<file path="src/rtl/nhub_pkg.sv">
package nhub_pkg;

    typedef enum logic [3:0] {
        ST_IDLE, ST_IDSEL, ST_ADDR, ST_SIZE,
        ST_WDLO, ST_WDHI, ST_TAR1, ST_TAR2,
        ST_SYNC, ST_RDLO, ST_RDHI, ST_ETAR1, ST_ETAR2
    } nhub_state_e;

    localparam logic [3:0] START_READ  = 4'b1101;
    localparam logic [3:0] START_WRITE = 4'b1110;
    localparam logic [3:0] SIZE_BYTE   = 4'b0000;
    localparam logic [3:0] SYNC_WAIT   = 4'b0101;
    localparam logic [3:0] SYNC_READY  = 4'b0000;
    localparam logic [3:0] TAR_DRIVE   = 4'b1111;

endpackage

</file>
<file path="src/rtl/nhub_seq.sv">
module nhub_seq
    import nhub_pkg::*;
#(
    parameter int ADDR_NIBBLES = 7,
    parameter int WAIT_STATES  = 2
) (
    input  logic        clk,
    input  logic        rst_n,
    input  logic        frame_n,
    input  logic [3:0]  bus_in,
    input  logic [3:0]  id_strap,
    output nhub_state_e state,
    output logic        is_wr,
    output logic        sync_ready
);
    localparam int CNT_TOP = (ADDR_NIBBLES > WAIT_STATES + 1) ? ADDR_NIBBLES : WAIT_STATES + 1;
    localparam int CW      = $clog2(CNT_TOP + 1);
    localparam logic [CW-1:0] ADDR_LAST = CW'(ADDR_NIBBLES - 1);
    localparam logic [CW-1:0] WAIT_LAST = CW'(WAIT_STATES);

    nhub_state_e   state_n;
    logic [CW-1:0] cnt_q;
    logic          start_hit;

    assign start_hit  = !frame_n && (bus_in == START_READ || bus_in == START_WRITE);
    assign sync_ready = (state == ST_SYNC) && (cnt_q == WAIT_LAST);

    always_comb begin
        state_n = state;
        unique case (state)
            ST_IDLE:  state_n = start_hit ? ST_IDSEL : ST_IDLE;
            ST_IDSEL: state_n = (bus_in == id_strap) ? ST_ADDR : ST_IDLE;
            ST_ADDR:  state_n = (cnt_q == ADDR_LAST) ? ST_SIZE : ST_ADDR;
            ST_SIZE:  state_n = (bus_in != SIZE_BYTE) ? ST_IDLE : (is_wr ? ST_WDLO : ST_TAR1);
            ST_WDLO:  state_n = ST_WDHI;
            ST_WDHI:  state_n = ST_TAR1;
            ST_TAR1:  state_n = ST_TAR2;
            ST_TAR2:  state_n = ST_SYNC;
            ST_SYNC:  state_n = (cnt_q == WAIT_LAST) ? (is_wr ? ST_ETAR1 : ST_RDLO) : ST_SYNC;
            ST_RDLO:  state_n = ST_RDHI;
            ST_RDHI:  state_n = ST_ETAR1;
            ST_ETAR1: state_n = ST_ETAR2;
            ST_ETAR2: state_n = ST_IDLE;
            default:  state_n = ST_IDLE;
        endcase
        if (!frame_n && state != ST_IDLE) begin
            state_n = ST_IDLE;
        end
    end

    always_ff @(posedge clk or negedge rst_n) begin
        if (!rst_n) begin
            state <= ST_IDLE;
            cnt_q <= '0;
            is_wr <= 1'b0;
        end else begin
            state <= state_n;
            cnt_q <= (state_n != state) ? '0 : cnt_q + 1'b1;
            if (state == ST_IDLE && start_hit) begin
                is_wr <= (bus_in == START_WRITE);
            end
        end
    end

endmodule

</file>
<file path="src/rtl/nhub_capture.sv">
module nhub_capture
    import nhub_pkg::*;
#(
    parameter int ADDR_NIBBLES = 7,
    localparam int ADDR_W      = 4 * ADDR_NIBBLES
) (
    input  logic              clk,
    input  logic              rst_n,
    input  nhub_state_e       state,
    input  logic [3:0]        bus_in,
    input  logic [7:0]        be_rdata,
    output logic [ADDR_W-1:0] addr_q,
    output logic [7:0]        wdata_q,
    output logic [7:0]        rdata_q
);
    always_ff @(posedge clk or negedge rst_n) begin
        if (!rst_n) begin
            addr_q  <= '0;
            wdata_q <= '0;
            rdata_q <= '0;
        end else begin
            unique case (state)
                ST_ADDR: addr_q       <= {addr_q[ADDR_W-5:0], bus_in};
                ST_WDLO: wdata_q[3:0] <= bus_in;
                ST_WDHI: wdata_q[7:4] <= bus_in;
                ST_TAR2: rdata_q      <= be_rdata;
                default: ;
            endcase
        end
    end

endmodule

</file>
<file path="src/rtl/nhub_target.sv">
module nhub_target
    import nhub_pkg::*;
#(
    parameter int ADDR_NIBBLES = 7,
    parameter int WAIT_STATES  = 2,
    localparam int ADDR_W      = 4 * ADDR_NIBBLES
) (
    input  logic              clk,
    input  logic              rst_bus_n,
    input  logic              rst_cpu_n,
    input  logic              frame_n,
    input  logic [3:0]        bus_in,
    output logic [3:0]        bus_out,
    output logic              bus_oe,
    input  logic [3:0]        id_strap,
    input  logic              top_lock_n,
    input  logic              wr_prot_n,
    output logic              be_req,
    output logic              be_we,
    output logic [ADDR_W-1:0] be_addr,
    output logic [7:0]        be_wdata,
    input  logic [7:0]        be_rdata,
    output logic              be_wr_inhibit
);
    logic        rst_n;
    nhub_state_e state;
    logic        is_wr;
    logic        sync_ready;
    logic [7:0]  rdata_q;
    logic        drive;
    logic        protect;

    assign rst_n   = rst_bus_n & rst_cpu_n;
    assign protect = !top_lock_n || !wr_prot_n;

    nhub_seq #(
        .ADDR_NIBBLES (ADDR_NIBBLES),
        .WAIT_STATES  (WAIT_STATES)
    ) u_seq (
        .clk        (clk),
        .rst_n      (rst_n),
        .frame_n    (frame_n),
        .bus_in     (bus_in),
        .id_strap   (id_strap),
        .state      (state),
        .is_wr      (is_wr),
        .sync_ready (sync_ready)
    );

    nhub_capture #(
        .ADDR_NIBBLES (ADDR_NIBBLES)
    ) u_capture (
        .clk      (clk),
        .rst_n    (rst_n),
        .state    (state),
        .bus_in   (bus_in),
        .be_rdata (be_rdata),
        .addr_q   (be_addr),
        .wdata_q  (be_wdata),
        .rdata_q  (rdata_q)
    );

    always_comb begin
        drive   = 1'b0;
        bus_out = 4'b0000;
        unique case (state)
            ST_TAR1, ST_ETAR1: begin
                drive   = 1'b1;
                bus_out = TAR_DRIVE;
            end
            ST_SYNC: begin
                drive   = 1'b1;
                bus_out = sync_ready ? SYNC_READY : SYNC_WAIT;
            end
            ST_RDLO: begin
                drive   = 1'b1;
                bus_out = rdata_q[3:0];
            end
            ST_RDHI: begin
                drive   = 1'b1;
                bus_out = rdata_q[7:4];
            end
            default: ;
        endcase
    end

    assign bus_oe        = drive && frame_n;
    assign be_req        = (state == ST_TAR1) && (!is_wr || !protect);
    assign be_we         = is_wr;
    assign be_wr_inhibit = protect;

endmodule

</file>
<file path="config.mk">
export PLATFORM = sky130hd
export DESIGN_NAME = nhub_target
export DESIGN_NICKNAME = d
export VERILOG_FILES = /design/src/rtl/nhub_pkg.sv /design/src/rtl/nhub_seq.sv /design/src/rtl/nhub_capture.sv /design/src/rtl/nhub_target.sv
export SDC_FILE = /design/constraint.sdc
export NUM_CORES = 1
export LEC_CHECK = 0
export BUFFER_PORTS_ARGS = -buffer_cell sky130_fd_sc_hd__buf_4
export CORE_MARGIN = 2
export CORE_UTILIZATION = 54
export DETAILED_ROUTE_END_ITERATION = 8
export GPL_TIMING_DRIVEN = 0
export PLACE_DENSITY = 0.81
export SETUP_SLACK_MARGIN = 0.15
export SLEW_MARGIN = 20
export SYNTH_ARGS = -nofsm -noshare
export SYNTH_HDL_FRONTEND = slang
export SYNTH_HIERARCHICAL = 1
export SYNTH_SLANG_ARGS = --single-unit
</file>
<file path="constraint.sdc">
create_clock -name clk -period 4.1 [get_ports clk]
set_clock_uncertainty 0.2 [all_clocks]
set_input_delay 0.41 -clock clk [delete_from_list [all_inputs] [get_ports clk]]
set_output_delay 0.41 -clock clk [all_outputs]
set_load 0.05 [all_outputs]
</file>
### After elaboration in Yosys (flattened, before gate mapping)

Index checks and enable logic that the tools add are counted.

* add/sub/neg operators: 1
* equality and inequality tests: 17
* multiplexer cells: 13
* bitwise operators: 1
* reduce and logical (&&, ||, !) cells: 19

Operators by type and width (count)
* one-hot mux 4 bit (12 select lines): 1
* == test 4 bit, second input constant: 6
* == test 4 x 3 -> 1 bit, second input constant: 4
* one-hot mux 4 bit (4 select lines): 1
* two-way mux 4 bit: 3
* == test 4 x 2 -> 1 bit, second input constant: 2
* nonzero test 4 bit: 2
* logical AND 1 bit: 6
* two-way mux 2 bit: 3
* two-way mux 3 bit: 2
* logical NOT 1 bit: 5
* OR reduction 5 bit: 1
* == test 4 x 1 -> 1 bit, second input constant: 1
* == test 4 bit: 1
* logical NOT 4 bit: 1
* != test 4 bit: 1
* adder 3 x 1 -> 3 bit, second input constant: 1
* == test 3 x 2 -> 1 bit, second input constant: 1
* == test 3 bit, second input constant: 1
* logical OR 1 bit: 3
* two-way mux 1 bit: 3
* OR reduction 2 bit: 1
* AND 1 bit: 1

* register bits: 52
* bits of input ports: 22
* output and inout bits: 44
* logic and storage cells: 58

### Longest topological paths before layout

Gate-level depths: netlist of run 1.

* word-level depth: 8
* mapped depth: 7
* depth with buffers taken out: 7

### By module

The synthesis of run 1 kept the hierarchy.

By module, submodules not included
* nhub_capture: instances 1, cells an instance 95, area each 1789.2 um2, sequential area each 1101.1 um2
* nhub_seq: instances 1, cells an instance 64, area each 606.8 um2, sequential area each 200.2 um2
* nhub_target: instances 1, cells an instance 22, area each 165.2 um2, sequential area each 0.0 um2

### Worst setup path before layout of run 1

OpenSTA, ideal clock, no wires.

* kind: register to output
* from: register u_seq.state[1]
* to: output bus_out[1]
* arrival time: 1877 ps
* required time: 3490 ps
* setup slack: 1613 ps
* stages on the path, launching flop included: 4
* path buffers: 0
* path through: dfrtp_1 > o21a_1 > a21oi_1 > o21ai_0

* longest elaborated chain between the ends: 3
* elaborated cells between the ends (all ways): 7
* classes of those cells: eq/ne (5); mux (1); reduce/logical (1)

RTL lines
* start, declared: line nhub_seq.sv:12 `output nhub_state_e state,`
* start signal, assigned: line nhub_seq.sv:57 `state <= state_n;`
* == test 4 x 3 -> 1 bit or == test 4 bit (tied branches): line nhub_target.sv:66 `unique case (state)`
* OR reduction 2 bit: line nhub_target.sv:66
* one-hot mux 4 bit (4 select lines) *: line nhub_target.sv:66
* end, declared: line nhub_target.sv:13 `output logic [3:0] bus_out,`

Every way passes the cells marked *; elsewhere a longest branch is shown, timed or not.

### Worst setup path after layout of run 1

* from: register u_seq.cnt_q[0]
* to: output bus_out[0]

* longest elaborated chain between the ends: 4

RTL lines
* start, declared: line nhub_seq.sv:22 `logic [CW-1:0] cnt_q;`
* start signal, assigned: line nhub_seq.sv:58 `cnt_q <= (state_n != state) ? '0 : cnt_q + 1'b1;`
* == test 3 x 2 -> 1 bit: line nhub_seq.sv:26 `assign sync_ready = (state == ST_SYNC) && (cnt_q == WAIT_LAST);`
* logical AND 1 bit: line nhub_seq.sv:26
* via sync_ready: line nhub_target.sv:28 `logic sync_ready;`
* two-way mux 3 bit: line nhub_target.sv:73 `bus_out = sync_ready ? SYNC_READY : SYNC_WAIT;`
* one-hot mux 4 bit (4 select lines): line nhub_target.sv:66

The timed path passes the listed nets, and every way through them passes these cells.

==> metrics.txt, run 1 <==
CTS resizes 0; post-route setup slack 1.24 ns; LEAKAGE approximately 0.0016 µW; Clk pwr share between 10% and 20%; Switch Pwr roughly 860 µW; GP Congestion 0.844; Num CTS Buffers 5; Root Buffer clkbuf_8; synthesized cell area about 2600 µm²; combinational power share 47.3%; post-synthesis sequential area ratio 50.8%; final instance area 3210 µm²; commonest non-fill, non-tap cell in the layout buf_4; Port Buffer Count 65; PD cells 627 nW/µm²; # diodes 0; Routed WL per cell 16.4 µm; worst path required time between 3 and 4 ns; GR Layer Usage met3 4.97%; f_max 350 MHz; DP Area 3120 µm²; Worst slew margin 54.5%; Crit Path Max Fanout 3; power share of the sequential group 38.3%; Core Region between 4000 and 5000 µm²; total of warnings raised by yosys 6; share of cells above drive strength 1 between 50 and 60%; Worst-Margin Slew 0.682 ns; Startpoint Class flop; setup bufs post-CTS 0; cell-internal power about 1100 µW; pin count of the biggest net entering global routing 53; Die W 72.9 µm; setup TNS 0 ns; global route total overflow 0; MaxCap Viol Count 0; GRT met2 Usage 31.5%; main area contributors after synthesis dfrtp_1 (51%), mux2_4 (12%), mux2_2 (11%); Area Growth Syn to Fin 25.2%; Clock Tree Buf Depth 2; EDFF count, synth 0; DR vias/cell 5.51; worst skew pair latency about 0.3 ns; Tmin final 2.86 ns; syn_nets 205; post-detailed-routing wire length 5.04 mm; io pins 66; layout net count approximately 280; routing usage on met1 between 20% and 30%; DP Cell Count 300; Max IR drop VDD 0.336 mV; Clock Sink Count 52; die height 72.9 µm; Post-synth ARST share 100%; vias in the first global route 1726; CTS tree done; syn avg cell area 14.2 µm²; Critical Path Sink Type output pin; worst hold path class primary input to asynchronous set/reset pin; final hold vios 0; busiest grt layer met2; share of the synthesized area in the top cell type 50.8%; via count about 1700; Reg clk slew, reported paths about 0.10 ns; Layout Cells excl Fill 308; detailed placement HPWL around 3.5 mm; initial antenna violation count 0; # setup viols final 0; RSZ-0062 raised after global routing false; gr usage total 19.9%; DRC 0; leading cell types in the layout, fill and taps excluded buf_4 (67), dfrtp_1 (52), mux2_2 (24); Crit Path Class flop to output pin; status completed; post-synth top area cell dfrtp_1; hold_buf cts 0; ys flop type dfrtp_1; WP data arrival 2.25 ns; Synth Register Bits 52; library cells used by synthesis 45; period utilisation layout between 60% and 70%; post-route antenna net violation count 0; htree depth 2; die area 5310 µm²; Filler Cells Inserted 350; Finished Core Util between 60% and 70%; first-pass GRT wire length 8.08 mm; Sw Share 42.9%; Initial Util 55.0%; DRT Pass-1 Iters 5; worst slack, placed 1.66 ns; first-iteration detailed-routing DRC count 126; Mapped Cells 181; Final Slew Violations 0; Rows 25
stage by stage:
| step | power [µW] | hold WS (ns) |
|---|---|---|
| 2_1_floorplan | 1450 | 0.233 |
| 6_report | 2010 | 0.0574 |
| 3_5_place_dp | 1730 | 0.296 |
| 4_1_cts | 2020 | 0.0760 |
| 3_3_place_gp | 1710 | 0.254 |
| 5_1_grt | 2090 | 0.117 |
area by class of cell:
type	count	area [µm²]	area share, %
clock inverter	3	18.8	0.585
sequential	52	1300	40.6
timing repair buffer	65	488	15.2
clock buffer	5	68.8	2.15
multi-input combinational	117	1150	36.0
buffer	8	93.8	2.93
tap	54	67.6	2.11
inverter	4	15.0	0.468
flip-flops by register name, summed over array words and instances, names as in the netlist:
name and flops:
u_capture/wdata_q 8, u_capture/rdata_q 8, u_seq/state 4, u_capture/addr_q 28, u_seq/is_wr 1, u_seq/cnt_q 3
power groups by stage:
| stage | logic, µW | clock network (µW) | registers (µW) |
|---|---|---|---|
| 6_report | 950 | 290 | 770 |
| 3_5_place_dp | 955 | 0 | 779 |
| 3_3_place_gp | 936 | 0 | 771 |
| 4_1_cts | 955 | 296 | 771 |
| 2_1_floorplan | 304 | 0 | 1150 |
| 5_1_grt | 988 | 318 | 788 |
worst max-delay path, cell delays in order (launching register included):
cell	delay, ns
dfrtp_1	0.42
inv_1	0.07
ha_1	0.16
nor2b_1	0.27
nor4b_1	0.50
o211ai_2	0.15
o21bai_1	0.18
buf_4	0.19
metal layers:
metal,up-vias,wire length [µm]
met5,-,0
met4,0,83
met3,6,232
met2,60,2400
met1,831,2330
li1,800,-
final timing paths:
check                                from                   end  slack (ns)  cells past startpoint
max in group asynchronous       rst_cpu_n  u_capture/rdata_q[2]        3.19                      2
min in group clk              be_rdata[3]  u_capture/rdata_q[3]        0.13                      2
hold reg to reg            u_seq/cnt_q[0]        u_seq/cnt_q[0]        0.31                      1
setup reg to reg           u_seq/state[1]        u_seq/cnt_q[0]        2.06                      6
setup / recovery           u_seq/cnt_q[0]            bus_out[0]        1.24                      7
hold / removal                  rst_bus_n   u_capture/addr_q[5]        0.06                      2
kinds of logic after synthesis:
| group | after synthesis | synth area share, % |
|---|---|---|
| buffers and inverters | 12 | 4.25 |
| adders and majority gates | 2 | 0.977 |
| muxes | 44 | 22.3 |
| AOI/OAI and AO/OA | 30 | 8.40 |
| DFF | 52 | 50.8 |
| xor gates and xnor gates | 6 | 2.05 |
| and+or+nand+nor | 35 | 11.2 |
cells in the mapped netlist, types with 3 or more instances:
library cell,instances
a21oi_1,5
a211oi_1,4
dfrtp_1,52
xnor2_1,5
nor2_1,4
nand2_1,4
o21ai_0,3
mux2_4,20
mux2_2,24
buf_6,3
inv_1,4
nand3_1,3
nor2b_1,5
nand2b_1,3
No activity file was read; power rests on OpenSTA's default activity.
==> run 2, diff against run 1 <==
- CORE_UTILIZATION: 54 -> 53
- PLACE_DENSITY: 0.81 -> 0.8
- clock period: 4.1 -> 2.8 ns (I/O delays scaled with it)
==> metrics.txt, run 2 (synthesis gave the netlist of run 1 again) <==
worst skew pair latency 0.30 ns; top flop regs u_capture/addr_q: 28 flops, u_capture/rdata_q: 8 flops, u_capture/wdata_q: 8 flops; Final Slew Violations 0; Critical Path Sink Type output pin; Worst slew margin 55.8%; Area Growth Syn to Fin 26.7%; via count 1705; worst reg2reg startpoint u_seq/state[0]; worst path required time 2.32 ns; Fin Hold WS 0.0148 ns; CTS tree done; first-pass GRT wire length 7.98 mm; RSZ-0062 raised after global routing false; Clock Sink Count 52; initial antenna violation count 0; DP Cell Count 300; HP Start be_rdata[4]; GR Layer Usage met3 5.90%; DR vias/cell 5.48; MaxCap Viol Count 0; Largest register FFs 28; R2R depth 6; Num CTS Buffers 5; Hold Crit Depth 2; Startpoint Class flop; Worst-Margin Slew approximately 0.66 ns; PD cells 905 nW/µm²; final instance area ~3200 µm²; Tmin final around 2.5 ns; die area 5400 µm²; share of cells above drive strength 1 52.9%; f_max 399 MHz; Rows 25; leading cell types in the layout, fill and taps excluded buf_4 (67), dfrtp_1 (52), mux2_2 (24); global route total overflow 0; die height 73.5 µm; # diodes 0; Worst R2R End u_seq/cnt_q[2]; Port Buffer Count 65; Top reg by flops u_capture/addr_q; Die W approximately 74 µm; DRC 0; vias in the first global route 1648; first-iteration detailed-routing DRC count 105; WP data arrival 2.03 ns; DRT Pass-1 Iters 4; post-detailed-routing wire length about 5 mm; Routed WL per cell 15.7 µm; busiest grt layer met2; GP Congestion approximately 0.88; gr usage total 19.3%; final hold vios 0; Clock Tree Buf Depth 2; worst hold path class primary input to flop; pin count of the biggest net entering global routing 53; routing usage on met1 26.4%; Reg clk slew, reported paths 0.09 ns; Layout Cells excl Fill 311; commonest non-fill, non-tap cell in the layout buf_4; Worst R2R Setup Slack 0.78 ns; Initial Util 54.6%; LEAKAGE roughly 0.0016 µW; DP Area ~3100 µm²; Crit Path Class flop to output pin; period utilisation layout 89.5%; layout net count 280; Max IR drop VDD 0.497 mV; GRT met2 Usage 30.0%; Root Buffer clkbuf_8; htree depth 2; io pins 66; Core Region 4690 µm²; detailed placement HPWL 3.57 mm; total power 2930 µW; Crit Path Max Fanout 9; # setup viols final 0; status completed; post-route antenna net violation count 0; Worst Hold Endpoint u_capture/rdata_q[4]
-- run 2: cell count changes in the layout (fill, tap and decap cells not counted) --
cell,delta
nor4b_2,+1
clkbuf_1,+1
dlygate4sd3_1,+3
clkinv_2,-2
nor4b_1,-1
clkinvlp_4,+1
-- run 2: how the worst max path moves through the flow --
stage,end,depth (start not counted),slack (ns),startpoint
floorplan,bus_out[1],3,0.44,u_seq/state[1]
global placement,u_capture/rdata_q[7],2,-0.002,rst_bus_n
detailed placement,bus_out[2],6,0.55,u_seq/state[3]
CTS,bus_out[2],6,0.18,u_seq/state[3]
global route,bus_out[2],6,0.18,u_seq/state[3]
finish,bus_out[2],6,0.29,u_seq/state[3]
-- run 2: worst max-delay path: stages, from the launching register on --
cell,delay [ns]
dfrtp_1,0.55
buf_4,0.24
nand2b_1,0.11
nor4b_2,0.32
o211ai_2,0.13
o21bai_1,0.17
buf_4,0.19
-- run 2: layout make-up --
cell class / count / area, µm²
Multi-Input combinational cell: 117 / 1160
Tap cell: 54 / 67.6
Fill cell: 371 / 1450
Inverter: 4 / 15.0
Clock buffer: 6 / 72.6
Buffer: 8 / 93.8
Sequential cell: 52 / 1300
Timing Repair Buffer: 68 / 518
Clock inverter: 2 / 16.3
-- run 2: metrics by stage --
step           setup slack (ns)  setup TNS (ns)  utilization (%)
6_report                  0.294               0             69.1
3_3_place_gp           -0.00175         -0.0261             66.4
3_5_place_dp              0.552               0             66.5
4_1_cts                   0.184               0             68.8
2_1_floorplan             0.443               0                -
5_1_grt                   0.176               0             69.1
-- run 2: report_power, final --
group	leakage [µW]	switching, µW	internal (µW)
sequential	0.000675	172	948
combinational	0.000855	831	561
clock	0.0000414	243	178
-- run 2: timing repair --
item | in CTS | in global routing
hold buffers | 2 | 1
setup endpoints to repair | 0 | 2
buffers inserted | 0 | 0
hold endpoints to repair | 52 | 1
gates resized for setup | 0 | 1
-- run 2: per-layer routing --
layer,part of all wire [%],up-vias
met5,0,-
met4,0.33,0
met3,5.8,2
met2,47,57
met1,47,834
li1,-,812
==> run 3, diff against run 2 <==
- CORE_UTILIZATION: 53 -> 54
- PLACE_DENSITY: 0.8 -> 0.81
- clock period: 2.8 -> 2.99 ns (I/O delays scaled with it)
==> metrics.txt, run 3 (synthesis gave the netlist of run 1 again) <==
Largest register FFs 28; Clock Sink Count 52; detailed placement HPWL ~3.5 mm; LEAKAGE between 0.0015 and 0.002 µW; Area Growth Syn to Fin 26.2%; DRC 0; Crit Path Class flop to output pin; top flop regs u_capture/addr_q: 28 flops, u_capture/rdata_q: 8 flops, u_capture/wdata_q: 8 flops; first-iteration detailed-routing DRC count 109; Top reg by flops u_capture/addr_q; leading cell types in the layout, fill and taps excluded buf_4 (67), dfrtp_1 (52), mux2_2 (24); Worst-Margin Slew 0.682 ns; Root Buffer clkbuf_8; PD cells 854 nW/µm²; Rows 25; Die W 72.9 µm; first-pass GRT wire length 8.17 mm; RSZ-0062 raised after global routing false; Final Slew Violations 0; Tmin final 2.55 ns; Num CTS Buffers 5; global route total overflow 0; htree depth 2; commonest non-fill, non-tap cell in the layout buf_4; initial antenna violation count 0; die height between 70 and 80 µm; worst hold path class primary input to flop; vias in the first global route 1740; via count 1719; CTS tree done; period utilisation layout roughly 85%; MaxCap Viol Count 0; # setup viols final 0; multi-input logic area 1160 µm²; Max IR drop VDD 0.461 mV; Clock Tree Buf Depth 2; total power 2760 µW; GP Congestion 0.844; Crit Path Max Fanout 3; status completed; layout net count ~280; Reg clk slew, reported paths 0.10 ns; Initial Util between 50 and 60%; critical path's largest stage delay 0.42 ns; Routed WL per cell 16.2 µm; Critical Path Sink Type output pin; critical path cell sequence inv_1 -> ha_1 -> nor2b_1 -> nor4b_2 -> o211ai_2 -> o21bai_1 -> buf_4; post-detailed-routing wire length roughly 5 mm; gr usage total roughly a fifth; setup bufs post-CTS 0; worst path required time approximately 2.5 ns; Startpoint Class flop; # diodes 0; Worst slew margin 54.5%; CP delay by family, top simple AND/OR/NAND/NOR gates; final hold vios 0; worst skew pair latency 0.30 ns; Port Buffer Count 65; die area 5310 µm²; f_max roughly 390 MHz; share of cells above drive strength 1 between 50% and 60%; DRT Pass-1 Iters 4; Filler Cells Inserted approximately 350; Core Region 4660 µm²; WP data arrival a little over 2 ns; post-route antenna net violation count 0; Buf/Inv on CP 2; DR vias/cell 5.55; Worst path slowest cell dfrtp_1; pin count of the biggest net entering global routing 53; register area 1300 µm²; setup TNS 0 ns; io pins 66
run 3: what timing repair did:
action	in CTS	in global routing
gates resized for setup	0	1
hold buffers	2	0
hold endpoints to repair	52	0
setup endpoints to repair	0	2
run 3: final timing paths:
| path | startpoint | end | slack [ns] | cells after the start |
|---|---|---|---|---|
| hold reg to reg | u_seq/cnt_q[0] | u_seq/cnt_q[0] | 0.32 | 1 |
| hold / removal | be_rdata[3] | u_capture/rdata_q[3] | 0.02 | 2 |
| setup reg to reg | u_seq/state[1] | u_seq/cnt_q[0] | 0.96 | 6 |
| min in group asynchronous | rst_bus_n | u_capture/addr_q[5] | 0.50 | 3 |
| max in group asynchronous | rst_cpu_n | u_capture/rdata_q[2] | 1.64 | 3 |
| setup / recovery | u_seq/cnt_q[0] | bus_out[0] | 0.44 | 7 |
run 3: where the power goes:
group	switching, µW	internal, µW
sequential	168	888
combinational	780	525
clock	234	164
total	1180	1580
run 3: through the flow:
step / util, % / area, µm² / worst slack (ns) / instances / hold slack, ns
4_1_cts: 69.2 / 3230 / 0.295 / 310 / 0.0166
6_report: 69.4 / 3230 / 0.440 / 310 / 0.0205
3_5_place_dp: 66.9 / 3120 / 0.658 / 300 / 0.296
3_3_place_gp: 66.9 / 3120 / 0.241 / 300 / 0.254
5_1_grt: 69.4 / 3230 / 0.281 / 310 / 0.0101
2_1_floorplan: - / 2560 / 0.614 / 181 / 0.191
run 3: cell type report:
class,count,share of cell area [%]
flip-flops and latches,52,40.2
clock inverters,3,0.580
well taps,54,2.09
repair buffers,67,15.7
plain buffers,8,2.90
multi-input cells,117,35.9
inverters,4,0.464
clock buffers,5,2.13
run 3: worst reg2reg max path, delay by kind of cell, from the launching register on:
kind                   cells  cell delay (ns)
buffers and inverters      1             0.29
AND/OR/NAND/NOR            1             0.14
flip-flops                 1             0.70
AO/OA/AOI/OAI              4             0.61
run 3: per-layer routing:
| layer | vias up | wire (µm) | track usage [%] |
|---|---|---|---|
| li1 | 806 | - | - |
| met4 | 0 | 81 | 6.79 |
| met3 | 6 | 232 | 4.97 |
| met5 | - | 0 | 0 |
| met1 | 843 | 2310 | 27.1 |
| met2 | 64 | 2410 | 31.9 |
